**src/rtl/tdm_aux_pkg.sv**
```systemverilog
package tdm_aux_pkg;

    localparam int TDM_NSLOT_MAX = 16;

    typedef enum logic [1:0] {
        FRM_4   = 2'd0,
        FRM_8   = 2'd1,
        FRM_16  = 2'd2,
        FRM_RSV = 2'd3
    } frm_e;

    function automatic int tdm_nslots(frm_e f);
        case (f)
            FRM_4:   return 4;
            FRM_16:  return 16;
            default: return 8;
        endcase
    endfunction

endpackage

```
**src/rtl/tdm_frame_ctl.sv**
```systemverilog
module tdm_frame_ctl
    import tdm_aux_pkg::*;
#(
    parameter int SLOT_BITS = 32,
    parameter int POS_W     = 9
) (
    input  logic             clk,
    input  logic             rst_n,
    input  logic             fsync,
    input  logic [1:0]       slot_cfg,
    input  logic             aux_req,
    output logic [POS_W-1:0] pos_q,
    output logic [POS_W-1:0] pos_d,
    output logic             locked_q,
    output logic             locked_d,
    output frm_e             len_q,
    output frm_e             len_d,
    output logic             aux_q,
    output logic             aux_d,
    output logic             err_q,
    output logic             frame_last
);

    typedef struct packed {
        logic [POS_W-1:0] pos;
        logic             locked;
        frm_e             len;
        logic             aux;
        logic             err;
    } ctl_t;

    ctl_t s_q, s_d;

    function automatic logic [POS_W-1:0] last_pos(frm_e f);
        return POS_W'(tdm_nslots(f) * SLOT_BITS - 1);
    endfunction

    always_comb begin
        s_d        = s_q;
        frame_last = s_q.locked && (s_q.pos == last_pos(s_q.len));
        if (fsync) begin
            s_d.locked = 1'b1;
            s_d.pos    = '0;
            s_d.aux    = aux_req && (slot_cfg == 2'd2);
            s_d.err    = (slot_cfg == 2'd3) || (aux_req && (slot_cfg != 2'd2));
            case (slot_cfg)
                2'd0:    s_d.len = FRM_4;
                2'd2:    s_d.len = FRM_16;
                default: s_d.len = FRM_8;
            endcase
        end else if (s_q.locked) begin
            s_d.pos = frame_last ? '0 : s_q.pos + 1'b1;
        end
    end

    always_ff @(posedge clk or negedge rst_n) begin
        if (!rst_n) begin
            s_q <= '{pos: '0, locked: 1'b0, len: FRM_8, aux: 1'b0, err: 1'b0};
        end else begin
            s_q <= s_d;
        end
    end

    assign pos_q    = s_q.pos;
    assign pos_d    = s_d.pos;
    assign locked_q = s_q.locked;
    assign locked_d = s_d.locked;
    assign len_q    = s_q.len;
    assign len_d    = s_d.len;
    assign aux_q    = s_q.aux;
    assign aux_d    = s_d.aux;
    assign err_q    = s_q.err;

endmodule

```
**src/rtl/tdm_tx_ser.sv**
```systemverilog
module tdm_tx_ser
    import tdm_aux_pkg::*;
#(
    parameter int W         = 24,
    parameter int SLOT_BITS = 32,
    parameter int NSLOT     = 16,
    parameter int TX_ACTIVE = 4,
    parameter int POS_W     = 9
) (
    input  logic             clk,
    input  logic             rst_n,
    input  logic [NSLOT*W-1:0] tx_words,
    input  logic [POS_W-1:0] pos_d,
    input  logic             locked_d,
    input  frm_e             len_d,
    output logic             sdo_q
);

    localparam int BIT_W = $clog2(SLOT_BITS);
    localparam int IDX_W = $clog2(NSLOT * W);

    logic             sdo_d;
    logic [IDX_W-1:0] idx;
    int               slot_i;
    int               bit_i;

    always_comb begin
        slot_i = int'(pos_d[POS_W-1:BIT_W]);
        bit_i  = int'(pos_d[BIT_W-1:0]);
        idx    = '0;
        sdo_d  = 1'b0;
        if (locked_d && (slot_i < tdm_nslots(len_d)) && (slot_i < TX_ACTIVE) && (bit_i < W)) begin
            idx   = IDX_W'(slot_i * W + (W - 1 - bit_i));
            sdo_d = tx_words[idx];
        end
    end

    always_ff @(posedge clk or negedge rst_n) begin
        if (!rst_n) sdo_q <= 1'b0;
        else        sdo_q <= sdo_d;
    end

endmodule

```
**src/rtl/tdm_rx_deser.sv**
```systemverilog
module tdm_rx_deser
    import tdm_aux_pkg::*;
#(
    parameter int W         = 24,
    parameter int SLOT_BITS = 32,
    parameter int NSLOT     = 16,
    parameter int POS_W     = 9
) (
    input  logic               clk,
    input  logic               rst_n,
    input  logic               sdi,
    input  logic [POS_W-1:0]   pos_q,
    input  logic               locked_q,
    input  frm_e               len_q,
    input  logic               frame_last,
    output logic [NSLOT*W-1:0] words_q,
    output logic               done_q
);

    localparam int BIT_W = $clog2(SLOT_BITS);
    localparam int IDX_W = $clog2(NSLOT * W);

    typedef struct packed {
        logic [W-2:0]       sh;
        logic [NSLOT*W-1:0] words;
        logic               done;
    } rx_t;

    rx_t              s_q, s_d;
    logic [IDX_W-1:0] widx;
    int               slot_i;
    int               bit_i;

    always_comb begin
        s_d      = s_q;
        slot_i   = int'(pos_q[POS_W-1:BIT_W]);
        bit_i    = int'(pos_q[BIT_W-1:0]);
        widx     = IDX_W'(slot_i * W);
        s_d.done = frame_last;
        if (locked_q && (bit_i < W)) begin
            s_d.sh = {s_q.sh[W-3:0], sdi};
            if ((bit_i == W - 1) && (slot_i < tdm_nslots(len_q))) begin
                s_d.words[widx +: W] = {s_q.sh, sdi};
            end
        end
    end

    always_ff @(posedge clk or negedge rst_n) begin
        if (!rst_n) s_q <= '0;
        else        s_q <= s_d;
    end

    assign words_q = s_q.words;
    assign done_q  = s_q.done;

endmodule

```
**src/rtl/tdm_aux_ser.sv**
```systemverilog
module tdm_aux_ser #(
    parameter int W = 24
) (
    input  logic         clk,
    input  logic         rst_n,
    input  logic [4*W-1:0] ext_words,
    input  logic         frame_last,
    input  logic         aux_q,
    input  logic         aux_d,
    input  logic         locked_d,
    input  logic [6:0]   aux_pos,
    output logic         aux_bclk,
    output logic         aux_lrclk,
    output logic [1:0]   aux_sdo
);

    localparam int HIDX_W = $clog2(4 * W);

    typedef struct packed {
        logic [4*W-1:0] hold;
        logic           valid;
        logic           bclk;
        logic           lr;
        logic [1:0]     sdo;
    } aux_t;

    aux_t              s_q, s_d;
    logic [HIDX_W-1:0] hidx;
    int                bit_i;
    int                half_i;

    always_comb begin
        s_d    = s_q;
        hidx   = '0;
        half_i = int'(aux_pos[6]);
        bit_i  = int'(aux_pos[5:1]);
        if (frame_last && aux_q) begin
            s_d.hold  = ext_words;
            s_d.valid = 1'b1;
        end
        if (!aux_d) s_d.valid = 1'b0;
        s_d.bclk = 1'b0;
        s_d.lr   = 1'b0;
        s_d.sdo  = 2'b00;
        if (s_d.valid && locked_d) begin
            s_d.bclk = aux_pos[0];
            s_d.lr   = aux_pos[6];
            for (int k = 0; k < 2; k++) begin
                if (bit_i < W) begin
                    hidx       = HIDX_W'((2 * k + half_i) * W + (W - 1 - bit_i));
                    s_d.sdo[k] = s_d.hold[hidx];
                end
            end
        end
    end

    always_ff @(posedge clk or negedge rst_n) begin
        if (!rst_n) s_q <= '0;
        else        s_q <= s_d;
    end

    assign aux_bclk  = s_q.bclk;
    assign aux_lrclk = s_q.lr;
    assign aux_sdo   = s_q.sdo;

endmodule

```
**src/rtl/tdm_aux_core.sv**
```systemverilog
module tdm_aux_core
    import tdm_aux_pkg::*;
#(
    parameter int W         = 24,
    parameter int SLOT_BITS = 32,
    parameter int TX_ACTIVE = 4
) (
    input  logic                       clk,
    input  logic                       rst_n,
    input  logic                       fsync,
    input  logic [1:0]                 slot_cfg,
    input  logic                       aux_req,
    input  logic [TDM_NSLOT_MAX*W-1:0] tx_data,
    output logic                       tdm_sdo,
    input  logic                       tdm_sdi,
    output logic [TDM_NSLOT_MAX*W-1:0] rx_data,
    output logic                       rx_frame_done,
    output logic                       aux_bclk,
    output logic                       aux_lrclk,
    output logic [1:0]                 aux_sdo,
    output logic                       cfg_err
);

    localparam int NSLOT     = TDM_NSLOT_MAX;
    localparam int FRAME_MAX = NSLOT * SLOT_BITS;
    localparam int POS_W     = $clog2(FRAME_MAX);
    localparam int STEP_W    = POS_W - 6;
    localparam int AUX_FIRST = NSLOT - 4;

    logic [POS_W-1:0] pos_q, pos_d;
    logic             locked_q, locked_d;
    frm_e             len_q, len_d;
    logic             aux_q, aux_d;
    logic             frame_last;

    tdm_frame_ctl #(.SLOT_BITS(SLOT_BITS), .POS_W(POS_W)) u_ctl (
        .clk(clk), .rst_n(rst_n), .fsync(fsync), .slot_cfg(slot_cfg), .aux_req(aux_req),
        .pos_q(pos_q), .pos_d(pos_d), .locked_q(locked_q), .locked_d(locked_d),
        .len_q(len_q), .len_d(len_d), .aux_q(aux_q), .aux_d(aux_d),
        .err_q(cfg_err), .frame_last(frame_last)
    );

    tdm_tx_ser #(.W(W), .SLOT_BITS(SLOT_BITS), .NSLOT(NSLOT), .TX_ACTIVE(TX_ACTIVE), .POS_W(POS_W)) u_tx (
        .clk(clk), .rst_n(rst_n), .tx_words(tx_data), .pos_d(pos_d),
        .locked_d(locked_d), .len_d(len_d), .sdo_q(tdm_sdo)
    );

    tdm_rx_deser #(.W(W), .SLOT_BITS(SLOT_BITS), .NSLOT(NSLOT), .POS_W(POS_W)) u_rx (
        .clk(clk), .rst_n(rst_n), .sdi(tdm_sdi), .pos_q(pos_q), .locked_q(locked_q),
        .len_q(len_q), .frame_last(frame_last), .words_q(rx_data), .done_q(rx_frame_done)
    );

    tdm_aux_ser #(.W(W)) u_aux (
        .clk(clk), .rst_n(rst_n), .ext_words(rx_data[AUX_FIRST*W +: 4*W]),
        .frame_last(frame_last), .aux_q(aux_q), .aux_d(aux_d), .locked_d(locked_d),
        .aux_pos(pos_d[POS_W-1:STEP_W-1]),
        .aux_bclk(aux_bclk), .aux_lrclk(aux_lrclk), .aux_sdo(aux_sdo)
    );

endmodule

```
**config.mk**
```make
export PLATFORM = sky130hd
export DESIGN_NAME = tdm_aux_core
export DESIGN_NICKNAME = d
export VERILOG_FILES = /design/src/rtl/tdm_aux_pkg.sv /design/src/rtl/tdm_frame_ctl.sv /design/src/rtl/tdm_tx_ser.sv /design/src/rtl/tdm_rx_deser.sv /design/src/rtl/tdm_aux_ser.sv /design/src/rtl/tdm_aux_core.sv
export SDC_FILE = /design/constraint.sdc
export NUM_CORES = 1
export LEC_CHECK = 0
export ABC_AREA = 1
export BUFFER_PORTS_ARGS = -buffer_cell sky130_fd_sc_hd__buf_2
export CAP_MARGIN = 20
export CORE_MARGIN = 2
export CORE_UTILIZATION = 36
export CTS_BUF_LIST = sky130_fd_sc_hd__clkbuf_2 sky130_fd_sc_hd__clkbuf_4 sky130_fd_sc_hd__clkbuf_8
export CTS_CLUSTER_SIZE = 20
export DETAILED_ROUTE_END_ITERATION = 8
export PLACE_DENSITY = 0.63
export SETUP_SLACK_MARGIN = 0.5
export SYNTH_ARGS = -nofsm -noshare
export SYNTH_HDL_FRONTEND = slang
export SYNTH_HIERARCHICAL = 1
export SYNTH_SLANG_ARGS = --single-unit
```
**constraint.sdc**
```tcl
create_clock -name clk -period 6.3 [get_ports clk]
set_clock_uncertainty 0.05 [all_clocks]
set_input_delay 0 -clock clk [delete_from_list [all_inputs] [get_ports clk]]
set_output_delay 0 -clock clk [all_outputs]
set_load 0.02 [all_outputs]
```
==> flow_metrics.env <==
export IMPL_status="completed"
export IMPL_finalPower_w=0.00749
export IMPL_htree_levels=3
export IMPL_wire_per_inst_um=20.9
export IMPL_die_h_um=302
export IMPL_die_area_um2=91300
export IMPL_min_from="tx_data[111]"
export IMPL_combPwrFrac=0.089
export IMPL_cp_data_required_time_ns=6.88
export IMPL_synth_edf_count=0
export IMPL_fill_cells=9271
export IMPL_cts_tree="yes"
export IMPL_finalSetupTns_ns=0
export IMPL_clock_latency_ns=0.74
export IMPL_synth_avg_cell_area_um2=7.23
export IMPL_finalCritPeriodShare=0.743
export IMPL_clk_pin_slew_ns=0.06
export IMPL_path_delay_family="simple AND/OR/NAND/NOR gates"
export IMPL_vias=30200
export IMPL_power_static_leakage_nw=19.3
export IMPL_crit_type="flip-flop to flip-flop"
export IMPL_cap_violations=0
export IMPL_pwr_share_seq=0.454
export IMPL_ys_seq_area_frac=0.410
export IMPL_yosys_warnings=6
export IMPL_synthFlopType="dfrtp_1"
export IMPL_critPathMaxFanout=49
export IMPL_crit_top_cell="inv_2"
export IMPL_async_reset_ff_frac=1.00
export IMPL_syn_to_final_growth_pct=11.9
export IMPL_crit_slowest_cell="buf_4"
export IMPL_crit_path_max_incr_delay_ns=0.55
export IMPL_slew_violations=0
export IMPL_critical_path_buf_inv_count=6
export IMPL_nets=5174
export IMPL_numPortBuffers=781
export IMPL_track_usage=0.263
export IMPL_antenna_found_initial=5
export IMPL_timing_rr_start="u_ctl/pos_q[5]"
export IMPL_drive_gt1_frac=0.232
export IMPL_path_cells="buf_4 -> inv_2 -> ha_1 -> nor2_4 -> nand4_1 -> nand2_2 -> buf_4 -> nand2_1 -> inv_2 -> nand2_1 -> inv_2 -> nand2_1 -> nand2_2 -> inv_2 -> nor2_1 -> nor2_1"
export IMPL_ys_seq_elements=524
export IMPL_layout_common_cells="1537 x nand2_1, 780 x buf_2, 556 x nand3_1"
export IMPL_dp_hpwl_mm=94.3
export IMPL_final_common_cell="nand2_1"
export IMPL_antenna_left=0
export IMPL_netlist_instances=4428
export IMPL_rows=109
export IMPL_max_slew_margin=0.266
export IMPL_post_cts_buffers=0
export IMPL_r2r_end="u_rx/words_q[9]"
export IMPL_post_cts_resized=0
export IMPL_p_sw_w=0.00194
export IMPL_hold_viol=0
export IMPL_grt_max_degree=228
export IMPL_p_per_area_nw_per_um2=209
export IMPL_r2r_slack_ns=1.62
export IMPL_grt_overflow=0
export IMPL_syn_num_nets=4850
export IMPL_tightest_slew_ns=1.09
export IMPL_core_area_um2=88200
export IMPL_end_kind="flip-flop"
export IMPL_arrival_ns=5.26
export IMPL_ir_drop_mv=0.139
export IMPL_wl_mm=125
export IMPL_min_path_cells=11
export IMPL_cts_hold_buf=13
export IMPL_die_w_um=302
export IMPL_clock_fmax_mhz=214
export IMPL_cts_buffers_inserted=92
export IMPL_syn_area_um2=32000
export IMPL_setup_viol=0
export IMPL_clockBufferDepth=3
export IMPL_internal_power_w=0.00555
export IMPL_startpoint_type="flip-flop"
export IMPL_switching_share=0.259
export IMPL_hold_class="input port to flip-flop"
export IMPL_initial_core_util=0.363
export IMPL_drtIter0Drc=3041
export IMPL_routed_via_density=5.05
export IMPL_gp_congestion=0.917
export IMPL_io_pins=782
export IMPL_grt_pass1_wl_mm=179
export IMPL_power_share_clock=0.457
export IMPL_dr_pass1_iters=6
export IMPL_grt_pass1_vias=27700
export IMPL_drcViolationCount=0
export IMPL_ys_types=47
export IMPL_hold_end="u_tx/sdo_q"
export IMPL_period_needed_ns=4.68
export IMPL_r2r_cells=16
export IMPL_rsz0062_at_grt="false"
export IMPL_cts_root_buf="clkbuf_8"
export IMPL_cts_sinks=524
[per-layer routing]
layer,wire length [um],share of wire,up-vias,track usage
li1,-,-,14300,-
met1,49300,0.39,14300,0.336
met2,58000,0.46,1407,0.422
met3,12000,0.096,233,0.0655
met4,5690,0.046,0,0.117
met5,0,0,-,0
[stage by stage]
stage	cell area, um2	setup WS [ns]	utilization	instances	hold WS (ns)
detailed placement	33700	1.79	0.382	5809	0.0965
CTS	35800	1.76	0.406	5976	0.0143
finish	35800	1.62	0.406	5982	0.0865
global route	35800	1.32	0.406	5981	0.151
floorplan	32000	2.83	-	4428	-0.346
global placement	33700	1.88	0.382	5809	0.0995
[worst min-delay path, delay by kind of cell]
| kind | cells | cell delay, ns |
|---|---|---|
| buf+inv | 1 | 0.08 |
| simple gates | 9 | 0.64 |
| compound gates | 1 | 0.08 |
[area by class of cell]
type,instances,area (um2),share of cell area
Timing Repair Buffer,834,4420,0.123
Clock buffer,138,1740,0.0486
Inverter,380,1440,0.0403
Sequential cell,524,13100,0.366
Tap cell,1165,1460,0.0407
Multi-Input combinational cell,2920,13400,0.374
Clock inverter,16,224,0.00625
Antenna cell,5,12.5,0.000349
[Yosys cell counts, types with 2 or more instances]
cell | instances | share of area
o22ai_1 | 8 | 0.0016
nand3_1 | 556 | 0.087
o21a_1 | 29 | 0.0068
xor2_1 | 5 | 0.0014
nand4_1 | 62 | 0.012
inv_1 | 360 | 0.042
dfrtp_1 | 523 | 0.41
buf_6 | 21 | 0.0074
nor3_1 | 5 | 0.00078
nand2_1 | 1538 | 0.18
buf_1 | 18 | 0.0021
fa_1 | 5 | 0.0031
o211ai_1 | 7 | 0.0016
o21ai_0 | 288 | 0.045
nand3_2 | 9 | 0.0028
nand3b_1 | 11 | 0.0026
o21ai_2 | 6 | 0.0016
nor2_1 | 130 | 0.015
ha_1 | 26 | 0.010
clkbuf_1 | 59 | 0.0069
buf_2 | 96 | 0.015
buf_4 | 407 | 0.095
o21ai_1 | 65 | 0.010
clkbuf_2 | 2 | 0.00031
inv_2 | 16 | 0.0019
or2_2 | 32 | 0.0063
a21oi_1 | 55 | 0.0086
nand2_4 | 5 | 0.0018
nor2_2 | 13 | 0.0025
nor2_4 | 9 | 0.0032
xnor2_1 | 6 | 0.0016
nand2_2 | 34 | 0.0066
and2_1 | 8 | 0.0016
[cells by family (layout without fill, tap and decap cells)]
kind of cell	count (synthesis)	count (layout)	share of synthesized area
simple gates	2417	2417	0.325
other cells	0	5	0
flops	524	524	0.410
fa+ha+maj	31	31	0.0133
compound gates	461	461	0.0762
buf+inv	984	1368	0.173
xor+xnor	11	11	0.00301
[registers in the layout, summed over array words and instances (netlist names)]
name and count:
u_aux/s_q 97, u_aux/aux_lrclk 1, u_rx/words_q 384, u_rx/done_q 1
u_aux/aux_bclk 1, u_ctl/locked_q 1, u_tx/sdo_q 1, u_ctl/err_q 1
u_ctl/len_q 2, u_rx/s_q 23, u_ctl/pos_q 9, u_ctl/aux_q 1
u_aux/aux_sdo 2
[worst max path at each step]
stage                              start               end  slack, ns  cells past startpoint
after global routing      u_ctl/pos_q[5]  u_rx/words_q[20]       1.32                     17
after global placement    u_ctl/pos_q[5]   u_rx/words_q[9]       1.88                     16
final                     u_ctl/pos_q[5]   u_rx/words_q[9]       1.62                     16
after floorplan           u_ctl/pos_q[0]        u_tx/sdo_q       2.83                     22
after CTS                 u_ctl/pos_q[5]   u_rx/words_q[9]       1.76                     16
after detailed placement  u_ctl/pos_q[5]   u_rx/words_q[9]       1.79                     16
[power by group through the flow]
| stage | Sequential (W) | Combinational [W] | Clock, W |
|---|---|---|---|
| after global routing | 0.00340 | 0.000749 | 0.00365 |
| after floorplan | 0.00345 | 0.000349 | 0 |
| after CTS | 0.00340 | 0.000676 | 0.00350 |
| after global placement | 0.00346 | 0.000662 | 0 |
| final | 0.00340 | 0.000669 | 0.00342 |
| after detailed placement | 0.00346 | 0.000663 | 0 |
No activity file was read; power rests on OpenSTA's default activity.
